[src/rtl/fes_pkg.sv]
package fes_pkg;
  typedef enum logic [1:0] {PH_IDLE, PH_ERASE, PH_VERIFY} phase_e;

  localparam logic [7:0] CMD_SETUP   = 8'h20;
  localparam logic [7:0] CMD_CONFIRM = 8'hD0;
  localparam logic [7:0] CMD_RDARRAY = 8'hFF;
  localparam logic [7:0] CMD_CLRSTAT = 8'h50;

  localparam int ST_READY = 7;
  localparam int ST_SUSP  = 6;
  localparam int ST_EERR  = 5;
  localparam int ST_SERR  = 4;
endpackage

[src/rtl/fes_cmd_decode.sv]
module fes_cmd_decode
  import fes_pkg::*;
#(
  parameter int ADDR_W    = 12,
  parameter int BLK_OFF_W = 8,
  localparam int BLK_W    = ADDR_W - BLK_OFF_W,
  localparam int NUM_BLK  = 1 << BLK_W
) (
  input  logic              clk,
  input  logic              rst_n,
  input  logic              we,
  input  logic [ADDR_W-1:0] addr,
  input  logic [7:0]        wdata,
  input  logic              busy,
  input  logic [NUM_BLK-1:0] lock,
  output logic              start,
  output logic              locked_hit,
  output logic              bad_seq,
  output logic              confirm_cyc,
  output logic              rd_array,
  output logic              clr_status,
  output logic [BLK_W-1:0]  blk_q
);
  logic             armed_q, armed_d;
  logic [BLK_W-1:0] blk_d;
  logic             accept, even, top_hit;
  logic [BLK_W-1:0] blk_idx;

  assign accept  = we && !busy;
  assign even    = !addr[0];
  assign top_hit = &addr[BLK_OFF_W-1:1];
  assign blk_idx = addr[ADDR_W-1:BLK_OFF_W];

  always_comb begin
    armed_d     = armed_q;
    blk_d       = blk_q;
    start       = 1'b0;
    locked_hit  = 1'b0;
    bad_seq     = 1'b0;
    confirm_cyc = 1'b0;
    rd_array    = 1'b0;
    clr_status  = 1'b0;
    if (accept && armed_q) begin
      armed_d     = 1'b0;
      confirm_cyc = 1'b1;
      if (even && top_hit && wdata == CMD_CONFIRM) begin
        if (lock[blk_idx]) begin
          locked_hit = 1'b1;
        end else begin
          start = 1'b1;
          blk_d = blk_idx;
        end
      end else begin
        bad_seq = 1'b1;
      end
    end else if (accept && even) begin
      case (wdata)
        CMD_SETUP:   armed_d    = 1'b1;
        CMD_RDARRAY: rd_array   = 1'b1;
        CMD_CLRSTAT: clr_status = 1'b1;
        default:     armed_d    = 1'b0;
      endcase
    end
  end

  always_ff @(posedge clk or negedge rst_n) begin
    if (!rst_n) begin
      armed_q <= 1'b0;
      blk_q   <= '0;
    end else begin
      armed_q <= armed_d;
      if (start) blk_q <= blk_d;
    end
  end

  AST_ODD_NO_ARM: assert property (@(posedge clk) disable iff (!rst_n)
    (we && addr[0] && !armed_q) |=> !armed_q);
  AST_BUSY_NO_ARM: assert property (@(posedge clk) disable iff (!rst_n)
    busy |-> !armed_q);
endmodule

[src/rtl/fes_phase_timer.sv]
module fes_phase_timer
  import fes_pkg::*;
#(
  parameter int ERASE_CYC  = 64,
  parameter int VERIFY_CYC = 16,
  localparam int MAX_CYC   = (ERASE_CYC > VERIFY_CYC) ? ERASE_CYC : VERIFY_CYC,
  localparam int CNT_W     = (MAX_CYC > 1) ? $clog2(MAX_CYC) : 1
) (
  input  logic clk,
  input  logic rst_n,
  input  logic start,
  input  logic freeze,
  output logic busy,
  output logic busy_nxt,
  output logic erasing,
  output logic done
);
  localparam logic [CNT_W-1:0] ERASE_LAST  = CNT_W'(ERASE_CYC - 1);
  localparam logic [CNT_W-1:0] VERIFY_LAST = CNT_W'(VERIFY_CYC - 1);

  phase_e           phase_q, phase_d;
  logic [CNT_W-1:0] cnt_q, cnt_d;

  always_comb begin
    phase_d = phase_q;
    cnt_d   = cnt_q;
    done    = 1'b0;
    case (phase_q)
      PH_IDLE: begin
        if (start) begin
          phase_d = PH_ERASE;
          cnt_d   = '0;
        end
      end
      PH_ERASE: begin
        if (!freeze) begin
          if (cnt_q == ERASE_LAST) begin
            phase_d = PH_VERIFY;
            cnt_d   = '0;
          end else begin
            cnt_d = cnt_q + 1'b1;
          end
        end
      end
      PH_VERIFY: begin
        if (!freeze) begin
          if (cnt_q == VERIFY_LAST) begin
            phase_d = PH_IDLE;
            cnt_d   = '0;
            done    = 1'b1;
          end else begin
            cnt_d = cnt_q + 1'b1;
          end
        end
      end
      default: phase_d = PH_IDLE;
    endcase
  end

  always_ff @(posedge clk or negedge rst_n) begin
    if (!rst_n) begin
      phase_q <= PH_IDLE;
      cnt_q   <= '0;
    end else begin
      phase_q <= phase_d;
      cnt_q   <= cnt_d;
    end
  end

  assign busy     = (phase_q != PH_IDLE);
  assign busy_nxt = (phase_d != PH_IDLE);
  assign erasing  = (phase_q == PH_ERASE);

  AST_FREEZE_HOLDS: assert property (@(posedge clk) disable iff (!rst_n)
    (busy && freeze) |=> ($stable(cnt_q) && $stable(phase_q)));
  AST_DONE_IDLE: assert property (@(posedge clk) disable iff (!rst_n)
    done |=> !busy);
  AST_START_ERASE: assert property (@(posedge clk) disable iff (!rst_n)
    start |=> (phase_q == PH_ERASE && cnt_q == '0));
endmodule

[src/rtl/fes_status.sv]
module fes_status (
  input  logic clk,
  input  logic rst_n,
  input  logic busy,
  input  logic busy_nxt,
  input  logic suspend_req,
  input  logic confirm_cyc,
  input  logic locked_hit,
  input  logic bad_seq,
  input  logic done,
  input  logic verify_fail,
  input  logic rd_array,
  input  logic clr_status,
  output logic stat_mode_q,
  output logic susp_q,
  output logic eerr_q,
  output logic serr_q
);
  logic stat_mode_d, susp_d, eerr_d, serr_d;

  always_comb begin
    stat_mode_d = stat_mode_q;
    if (confirm_cyc)   stat_mode_d = 1'b1;
    else if (rd_array) stat_mode_d = 1'b0;

    susp_d = suspend_req && busy_nxt;

    eerr_d = eerr_q;
    if (clr_status) eerr_d = 1'b0;
    else if (locked_hit || (done && verify_fail)) eerr_d = 1'b1;

    serr_d = serr_q;
    if (clr_status)   serr_d = 1'b0;
    else if (bad_seq) serr_d = 1'b1;
  end

  always_ff @(posedge clk or negedge rst_n) begin
    if (!rst_n) begin
      stat_mode_q <= 1'b0;
      susp_q      <= 1'b0;
      eerr_q      <= 1'b0;
      serr_q      <= 1'b0;
    end else begin
      stat_mode_q <= stat_mode_d;
      susp_q      <= susp_d;
      eerr_q      <= eerr_d;
      serr_q      <= serr_d;
    end
  end

  AST_SUSP_NEEDS_BUSY: assert property (@(posedge clk) disable iff (!rst_n)
    susp_q |-> busy);
  AST_CONFIRM_STATUS: assert property (@(posedge clk) disable iff (!rst_n)
    confirm_cyc |=> stat_mode_q);
  AST_STAT_HOLD: assert property (@(posedge clk) disable iff (!rst_n)
    (stat_mode_q && !rd_array) |=> stat_mode_q);
  AST_LOCK_FLAG: assert property (@(posedge clk) disable iff (!rst_n)
    locked_hit |=> eerr_q);
  AST_ABORT_FLAG: assert property (@(posedge clk) disable iff (!rst_n)
    bad_seq |=> serr_q);
  AST_CLEAR_FLAGS: assert property (@(posedge clk) disable iff (!rst_n)
    clr_status |=> (!eerr_q && !serr_q));
endmodule

[src/rtl/flash_erase_seq.sv]
module flash_erase_seq
  import fes_pkg::*;
#(
  parameter int ADDR_W     = 12,
  parameter int BLK_OFF_W  = 8,
  parameter int DATA_W     = 16,
  parameter int ERASE_CYC  = 64,
  parameter int VERIFY_CYC = 16,
  localparam int BLK_W     = ADDR_W - BLK_OFF_W,
  localparam int NUM_BLK   = 1 << BLK_W
) (
  input  logic               clk,
  input  logic               rst_n,
  input  logic               bus_we,
  input  logic [ADDR_W-1:0]  bus_addr,
  input  logic [7:0]         bus_wdata,
  output logic [DATA_W-1:0]  bus_rdata,
  input  logic [DATA_W-1:0]  arr_rdata,
  input  logic [NUM_BLK-1:0] erase_lock,
  input  logic               verify_fail,
  input  logic               suspend_req,
  output logic               erase_active,
  output logic [BLK_W-1:0]   erase_blk,
  output logic               ready,
  output logic               suspended,
  output logic               erase_err,
  output logic               seq_err
);
  logic [1:0] rst_sync_q;
  logic       rst_int_n;

  always_ff @(posedge clk or negedge rst_n) begin
    if (!rst_n) rst_sync_q <= 2'b00;
    else        rst_sync_q <= {rst_sync_q[0], 1'b1};
  end
  assign rst_int_n = rst_sync_q[1];

  logic start, locked_hit, bad_seq, confirm_cyc, rd_array, clr_status;
  logic busy, busy_nxt, erasing, done;
  logic stat_mode, susp_q, eerr_q, serr_q;
  logic [7:0] stat_byte;

  fes_cmd_decode #(.ADDR_W(ADDR_W), .BLK_OFF_W(BLK_OFF_W)) u_decode (
    .clk(clk), .rst_n(rst_int_n), .we(bus_we), .addr(bus_addr), .wdata(bus_wdata),
    .busy(busy), .lock(erase_lock), .start(start), .locked_hit(locked_hit),
    .bad_seq(bad_seq), .confirm_cyc(confirm_cyc), .rd_array(rd_array),
    .clr_status(clr_status), .blk_q(erase_blk)
  );

  fes_phase_timer #(.ERASE_CYC(ERASE_CYC), .VERIFY_CYC(VERIFY_CYC)) u_timer (
    .clk(clk), .rst_n(rst_int_n), .start(start), .freeze(susp_q),
    .busy(busy), .busy_nxt(busy_nxt), .erasing(erasing), .done(done)
  );

  fes_status u_status (
    .clk(clk), .rst_n(rst_int_n), .busy(busy), .busy_nxt(busy_nxt),
    .suspend_req(suspend_req), .confirm_cyc(confirm_cyc), .locked_hit(locked_hit),
    .bad_seq(bad_seq), .done(done), .verify_fail(verify_fail), .rd_array(rd_array),
    .clr_status(clr_status), .stat_mode_q(stat_mode), .susp_q(susp_q),
    .eerr_q(eerr_q), .serr_q(serr_q)
  );

  always_comb begin
    stat_byte           = '0;
    stat_byte[ST_READY] = !busy;
    stat_byte[ST_SUSP]  = susp_q;
    stat_byte[ST_EERR]  = eerr_q;
    stat_byte[ST_SERR]  = serr_q;
  end

  assign bus_rdata    = stat_mode ? {{(DATA_W-8){1'b0}}, stat_byte} : arr_rdata;
  assign ready        = !busy;
  assign suspended    = susp_q;
  assign erase_err    = eerr_q;
  assign seq_err      = serr_q;
  assign erase_active = erasing && !susp_q;

  AST_LOCK_NO_BUSY: assert property (@(posedge clk) disable iff (!rst_int_n)
    locked_hit |=> (ready && !erase_active));
  AST_VFAIL_FLAG: assert property (@(posedge clk) disable iff (!rst_int_n)
    (done && verify_fail) |=> (ready && erase_err));
  AST_ABORT_NO_BUSY: assert property (@(posedge clk) disable iff (!rst_int_n)
    bad_seq |=> ready);
endmodule

[config.mk]
export PLATFORM = sky130hd
export DESIGN_NAME = flash_erase_seq
export DESIGN_NICKNAME = d
export VERILOG_FILES = /design/src/rtl/fes_pkg.sv /design/src/rtl/fes_cmd_decode.sv /design/src/rtl/fes_phase_timer.sv /design/src/rtl/fes_status.sv /design/src/rtl/flash_erase_seq.sv
export SDC_FILE = /design/constraint.sdc
export NUM_CORES = 1
export LEC_CHECK = 0
export BUFFER_PORTS_ARGS = -buffer_cell sky130_fd_sc_hd__buf_2
export CORE_ASPECT_RATIO = 0.5
export CORE_MARGIN = 2
export CORE_UTILIZATION = 43
export DETAILED_ROUTE_END_ITERATION = 10
export GPL_ROUTABILITY_DRIVEN = 1
export HOLD_SLACK_MARGIN = 0.05
export MAX_ROUTING_LAYER = met4
export PLACE_DENSITY = 0.9
export REMOVE_ABC_BUFFERS = 1
export SLEW_MARGIN = 20
export SYNTH_ARGS = -nofsm -noshare
export SYNTH_HDL_FRONTEND = slang
export SYNTH_SLANG_ARGS = --single-unit
[constraint.sdc]
create_clock -name clk -period 1.65 [get_ports clk]
set_clock_uncertainty 0.15 [all_clocks]
set_input_delay 0.33 -clock clk [delete_from_list [all_inputs] [get_ports clk]]
set_output_delay 0.33 -clock clk [all_outputs]
set_load 0.01 [all_outputs]
=== After elaboration in Yosys (flattened, before gate mapping) ===
Cells that the tools add are included.

* $lt $le $gt $ge: 1
* Eq/ne operators: 12
* Reductions and logical operators: 25
* Muxes and demuxes: 42
* Bitwise operators: 1
* $add $sub $neg: 1

{| class="wikitable"
|+ Operators by type and width
! operator !! count
|-
| two-way mux 6 bit || 5
|-
| two-way mux 1 bit || 27
|-
| one-hot mux 6 bit (3 select lines) || 1
|-
| equality test 8 bit (second input constant) || 2
|-
| two-way mux 16 bit || 1
|-
| nonzero test 2 bit || 6
|-
| two-way mux 2 bit || 5
|-
| equality test 8 x 6 -> 1 bit (second input constant) || 1
|-
| equality test 8 x 7 -> 1 bit (second input constant) || 1
|-
| logical AND 1 bit || 8
|-
| AND reduction 4 bit || 2
|-
| AND reduction 7 bit || 1
|-
| adder 6 x 1 -> 6 bit (second input constant) || 1
|-
| equality test 6 x 4 -> 1 bit (second input constant) || 1
|-
| equality test 6 bit (second input constant) || 1
|-
| inequality test 2 bit (second input constant) || 3
|-
| one-hot mux 2 bit (3 select lines) || 1
|-
| < comparator 4 x 5 -> 1 bit (second input constant) || 1
|-
| binary-select mux 1 bit (select 4 bit) || 1
|-
| zero test 1 bit || 3
|-
| nonzero test 3 bit || 1
|-
| equality test 2 x 1 -> 1 bit (second input constant) || 1
|-
| equality test 2 bit (second input constant) || 1
|-
| zero test 2 bit || 1
|-
| 6 further kinds || 6
|}

* Bits of input ports: 57
* Word-level logic and storage cells: 91
* Bits in registers: 19
* Output and inout port bits: 25

=== Depth between registers and ports, before layout ===
* Word-level depth: 9
* Mapped depth: 8
* Depth with buffers taken out: 8

=== Hierarchy ===
A second synthesis with hierarchy kept.

* Cell total of the unflattened synthesis: 153
* Area, all modules: 1463.9 um^2

{| class="wikitable"
|+ By module, submodules not included
! module !! instances !! area each (um^2) !! cells each !! sequential area each (um^2)
|-
| fes_phase_timer || 1 || 609.3 || 72 || 200.2
|-
| fes_cmd_decode || 1 || 496.7 || 47 || 125.1
|-
| flash_erase_seq || 1 || 221.5 || 23 || 50.0
|-
| fes_status || 1 || 136.4 || 11 || 100.1
|}

=== Least setup slack after synthesis ===
OpenSTA, ideal clock, no wires.

* Path kind: register -> register
* From: register u_timer.phase_q[0]
* To: register u_timer.cnt_q[0]
* Required time: 1375 ps
* Period minus slack after synthesis: 2387 ps
* Stages on the path, launching flop included: 8
* Library setup time: 125 ps
* Arrival time: 2112 ps
* Setup slack: -737 ps
* Path buffers: 0
* Path through: dfrtp_1 inv_1 ha_1 nand3_1 nor2_1 nand4_1 a311oi_2 mux2_2

* Word-level cells in the longest chain between the ends: 7
* Elaborated cells on any way between the ends: 14
* Classes of those cells: eq/ne: 5; mux: 2; reduce/logical: 7

{| class="wikitable"
|+ RTL lines
! item !! RTL line !! RTL
|-
| start, declared || fes_phase_timer.sv:21 || <nowiki>phase_e phase_q, phase_d;</nowiki>
|-
| start signal, assigned || fes_phase_timer.sv:65 || <nowiki>phase_q <= phase_d;</nowiki>
|-
| nonzero test 2 bit || fes_phase_timer.sv:70 || <nowiki>assign busy = (phase_q != PH_IDLE);</nowiki>
|-
| zero test 1 bit || -- ||
|-
| named net ready || flash_erase_seq.sv:24 || <nowiki>output logic ready,</nowiki>
|-
| logical AND 1 bit || fes_cmd_decode.sv:29 || <nowiki>assign accept = we && !busy;</nowiki>
|-
| logical AND 1 bit || fes_cmd_decode.sv:43 || <nowiki>if (accept && armed_q) begin</nowiki>
|-
| two-way mux 1 bit || fes_cmd_decode.sv:43 ||
|-
| inequality test 2 bit (no source line) || -- ||
|-
| AND reduction 4 bit (no source line) || -- ||
|-
| end signal, assigned || fes_phase_timer.sv:66 || <nowiki>cnt_q <= cnt_d;</nowiki>
|-
| end, declared || fes_phase_timer.sv:22 || <nowiki>logic [CNT_W-1:0] cnt_q, cnt_d;</nowiki>
|}

The timed path passes the listed nets, and every way through them passes these cells.
A chain may end at the register's enable or synchronous reset.

=== Worst setup path after layout ===
* From: input bus_wdata[1]
* To: register u_timer.cnt_q[4]

* Word-level cells in the longest chain between the ends: 6

{| class="wikitable"
|+ RTL lines
! item !! RTL line !! RTL
|-
| start, declared || flash_erase_seq.sv:16 || <nowiki>input logic [7:0] bus_wdata,</nowiki>
|-
| equality test 8 bit || fes_cmd_decode.sv:46 || <nowiki>if (even && top_hit && wdata == CMD_CONFIRM) begin</nowiki>
|-
| logical AND 1 bit || fes_cmd_decode.sv:46 ||
|-
| two-way mux 1 bit || fes_cmd_decode.sv:46 ||
|-
| two-way mux 1 bit || fes_cmd_decode.sv:43 ||
|-
| inequality test 2 bit (no source line) || -- ||
|-
| AND reduction 4 bit (no source line) || -- ||
|}

Every way passes these cells.

==> summary.md <==
| Metric | Value |
|---|---|
| Status | `complete, but fails checks` |
| Failing checks | `setup timing` |
| Synth warnings | `0` |
| CP required | `1.65 ns` |
| CP Max Fanout | `5` |
| Clk_lat worst skew | `0.27 ns` |
| First-pass GRT wire length | `8770 um` |
| Endpoint class of the critical path | `flop` |
| Final worst-path cycle share | `135%` |
| I/O pin total | `82` |
| Top cells by area, synth | `dfrtp_1 (35%), nor2b_1 (6.5%), mux2i_1 (5.9%)` |
| Die Width | `83.5 um` |
| Post-synthesis sequential area ratio | `35.0%` |
| Clock transition at path regs | `0.07 ns` |
| RSZ-0062 raised after global routing | `yes` |
| Placed inst area | `2020 sq um` |
| Final worst setup slack | `-0.580 ns` |
| Layout Area Growth over Synthesis | `75.0%` |
| Worst hold path class | `primary input to flop` |
| Max clock buf depth | `2` |
| LEAKAGE | `1.26 nW` |
| Post-synthesis cell type count | `41` |
| Initial antenna violation count | `0` |
| Worst Hold Path Cells | `2` |
| Most frequent cells in the layout | `buf_2 (76), buf_4 (39), dfrtp_1 (19)` |
| Detail Route Antenna Nets | `0` |
| Chip Height | `43.7 um` |
| Final Total Pwr | `0.00107 W` |
| Max VDD drop | `0.316 mV` |
| Fillers | `157` |
| Max Slew Vio Count | `0` |
| FF+latch count, synth | `19` |
| CP arrival | `2.23 ns` |
| Final cell count without fillers | `305` |
| H-tree depth | `1` |
| Vias in the first global route | `1761` |
| Max Cap Viol | `0` |
| Fraction of layout cells with a size suffix above 1 | `61.1%` |
| Hold Path Sink | `u_status.susp_q` |
| Antenna diode count | `0` |
| Reg-to-Reg Start | `u_timer.phase_q[1]` |
| DRC viols | `0` |
| Share of the synthesized area in the top cell type | `35.0%` |
| Core Area | `3010 sq um` |
| Routed via count | `1954` |
| DRT Wirelength | `7030 um` |
| Routed wire length per instance | `23.0 um` |
| Setup violations, final | `35` |
| Actual slew at the worst max-slew pin | `0.739 ns` |
| Seq. cell area | `475 sq um` |
| WHS | `0.141 ns` |
| Fin area | `2380 sq um` |
| Post-Synthesis Cells | `140` |
| Die area | `3650 sq um` |
| Setup CP Type | `primary input to flop` |
| Power Dens Cells | `451 nW/um^2` |
| DP Wirelength | `3390 um` |
| RR Endpoint | `u_decode.blk_q[2]` |
| RD Place Congestion | `0.903` |
| Num rows | `14` |
| Routed vias/inst | `6.41` |
| Period minus WS final | `2.23 ns` |
| Post-Syn Area | `1360 sq um` |
| Syn avg cell area | `9.70 sq um` |
| Hold Crit Start | `suspend_req` |
| Maximum number of pins on one net before global-route repair | `18` |
| R2r setup slk | `-0.55 ns` |
| Post-synth ARST share | `100%` |
| Startpoint types | `primary input` |
| Cell taking the most area after synthesis | `dfrtp_1` |
| Clock tree from TritonCTS | `yes` |
| DR iter-0 viols | `272` |
| Fmax | `448 MHz` |
| R2R cell count | `8` |
| Commonest non-fill, non-tap cell in the layout | `buf_2` |
| Top_reg_cell synth | `dfrtp_1` |
| Initial Utilization | `45.1%` |
| CTS Root Cell | `clkbuf_8` |
| GRT Util Overall | `32.4%` |
| CTS buffer count | `3` |
| Post-synth EDFFs | `0` |
| Multi-input gate area | `995 sq um` |
| Clk sinks | `19` |
| Relative slew slack | `50.7%` |
| Grt ovf | `0` |
| Drt pass-1 iters | `5` |
| Nets | `328` |
| Post-Place Cells | `288` |
| # port buffers | `81` |
| Final Hold Viols | `0` |
-- layer usage --
metal	GRT usage, %	wire length (um)	part of all wire, %	vias to the layer above
met3	8.19	735	10	85
li1	-	-	-	763
met4	21.6	694	9.9	0
met5	-	0	0	-
met1	35.1	2500	36	897
met2	54.5	3100	44	209
-- sequential cells by signal, summed over array words and instances, names as in the netlist --
register	cells
u_status.serr_q	1
u_status.stat_mode_q	1
u_decode.armed_q	1
u_status.susp_q	1
u_decode.blk_q	4
u_timer.cnt_q	6
rst_sync_q	2
u_timer.phase_q	2
u_status.eerr_q	1
-- worst max-delay path by stage --
| stage | start | endpoint | slack, ns | depth (start not counted) |
|---|---|---|---|---|
| floorplan | u_timer.phase_q[0] | u_timer.cnt_q[0] | -0.74 | 7 |
| global placement | bus_addr[10] | u_status.susp_q | -0.59 | 7 |
| detailed placement | bus_addr[10] | u_status.susp_q | -0.72 | 7 |
| CTS | u_timer.phase_q[1] | u_timer.cnt_q[1] | -0.43 | 8 |
| global route | bus_wdata[1] | u_timer.cnt_q[4] | -0.73 | 8 |
| finish | bus_wdata[1] | u_timer.cnt_q[4] | -0.58 | 8 |
-- kinds of logic after synthesis --
family	Yosys count	synth area share, %
multiplexers	20	17.5
AO/OA/AOI/OAI	27	13.9
flip-flops	19	35.0
adder cells (fa/ha/maj)	5	4.61
AND/OR/NAND/NOR	58	24.8
buffers and inverters	10	3.87
other	1	0.276
-- per-stage QoR --
| step | utilization, % | setup slack, ns | TNS [ns] |
|---|---|---|---|
| 2_1_floorplan | - | -0.737 | -7.24 |
| 3_3_place_gp | 66.9 | -0.586 | -7.22 |
| 3_5_place_dp | 66.9 | -0.717 | -8.79 |
| 4_1_cts | 74.1 | -0.432 | -4.92 |
| 5_1_grt | 78.9 | -0.734 | -11.52 |
| 6_report | 78.9 | -0.580 | -9.74 |
-- power by group --
group	switching, W	internal (W)	total [W]
clock network	0.000173	0.000173	0.000345
registers	0.0000147	0.000470	0.000485
logic	0.000109	0.000132	0.000242
-- worst max-delay path, cell delays in order --
cell	delay, ns
buf_6	0.10
nor4_1	0.41
and4_1	0.33
nand4_1	0.22
a311oi_2	0.30
buf_4	0.21
o21ai_0	0.10
a32o_1	0.23
-- timing repair --
item | in CTS | in global routing
endpoints found under the setup margin | 23 | 35
buffers inserted | 6 | 6
pin swaps | 8 | 3
hold endpoints to repair | 2 | 0
resized for setup | 30 | 20
hold buffers | 1 | 0
cloned | 1 | 0
-- final cells by class --
| type | instances | area share, % |
|---|---|---|
| repair buffers | 125 | 33.2 |
| clock buffers | 4 | 1.90 |
| well taps | 40 | 2.11 |
| flip-flops and latches | 19 | 20.0 |
| multi-input cells | 111 | 41.9 |
| inverters | 6 | 0.948 |
-- synth_stat cells (2+ instances only) --
cell,count
ha_1,5
clkbuf_1,2
o21a_1,5
a22o_1,2
nor2b_1,14
and4_1,2
o21ai_0,5
nand3_1,4
nand2_1,9
mux4_2,2
mux2i_1,8
nor3b_1,2
o31ai_1,3
nand4_1,3
mux2_2,7
mux2_1,3
dfrtp_1,19
a21oi_1,3
buf_6,2
nor2_1,10
and3_1,3
o21ai_1,3
inv_1,6
Power figures use the tool's default switching activity.
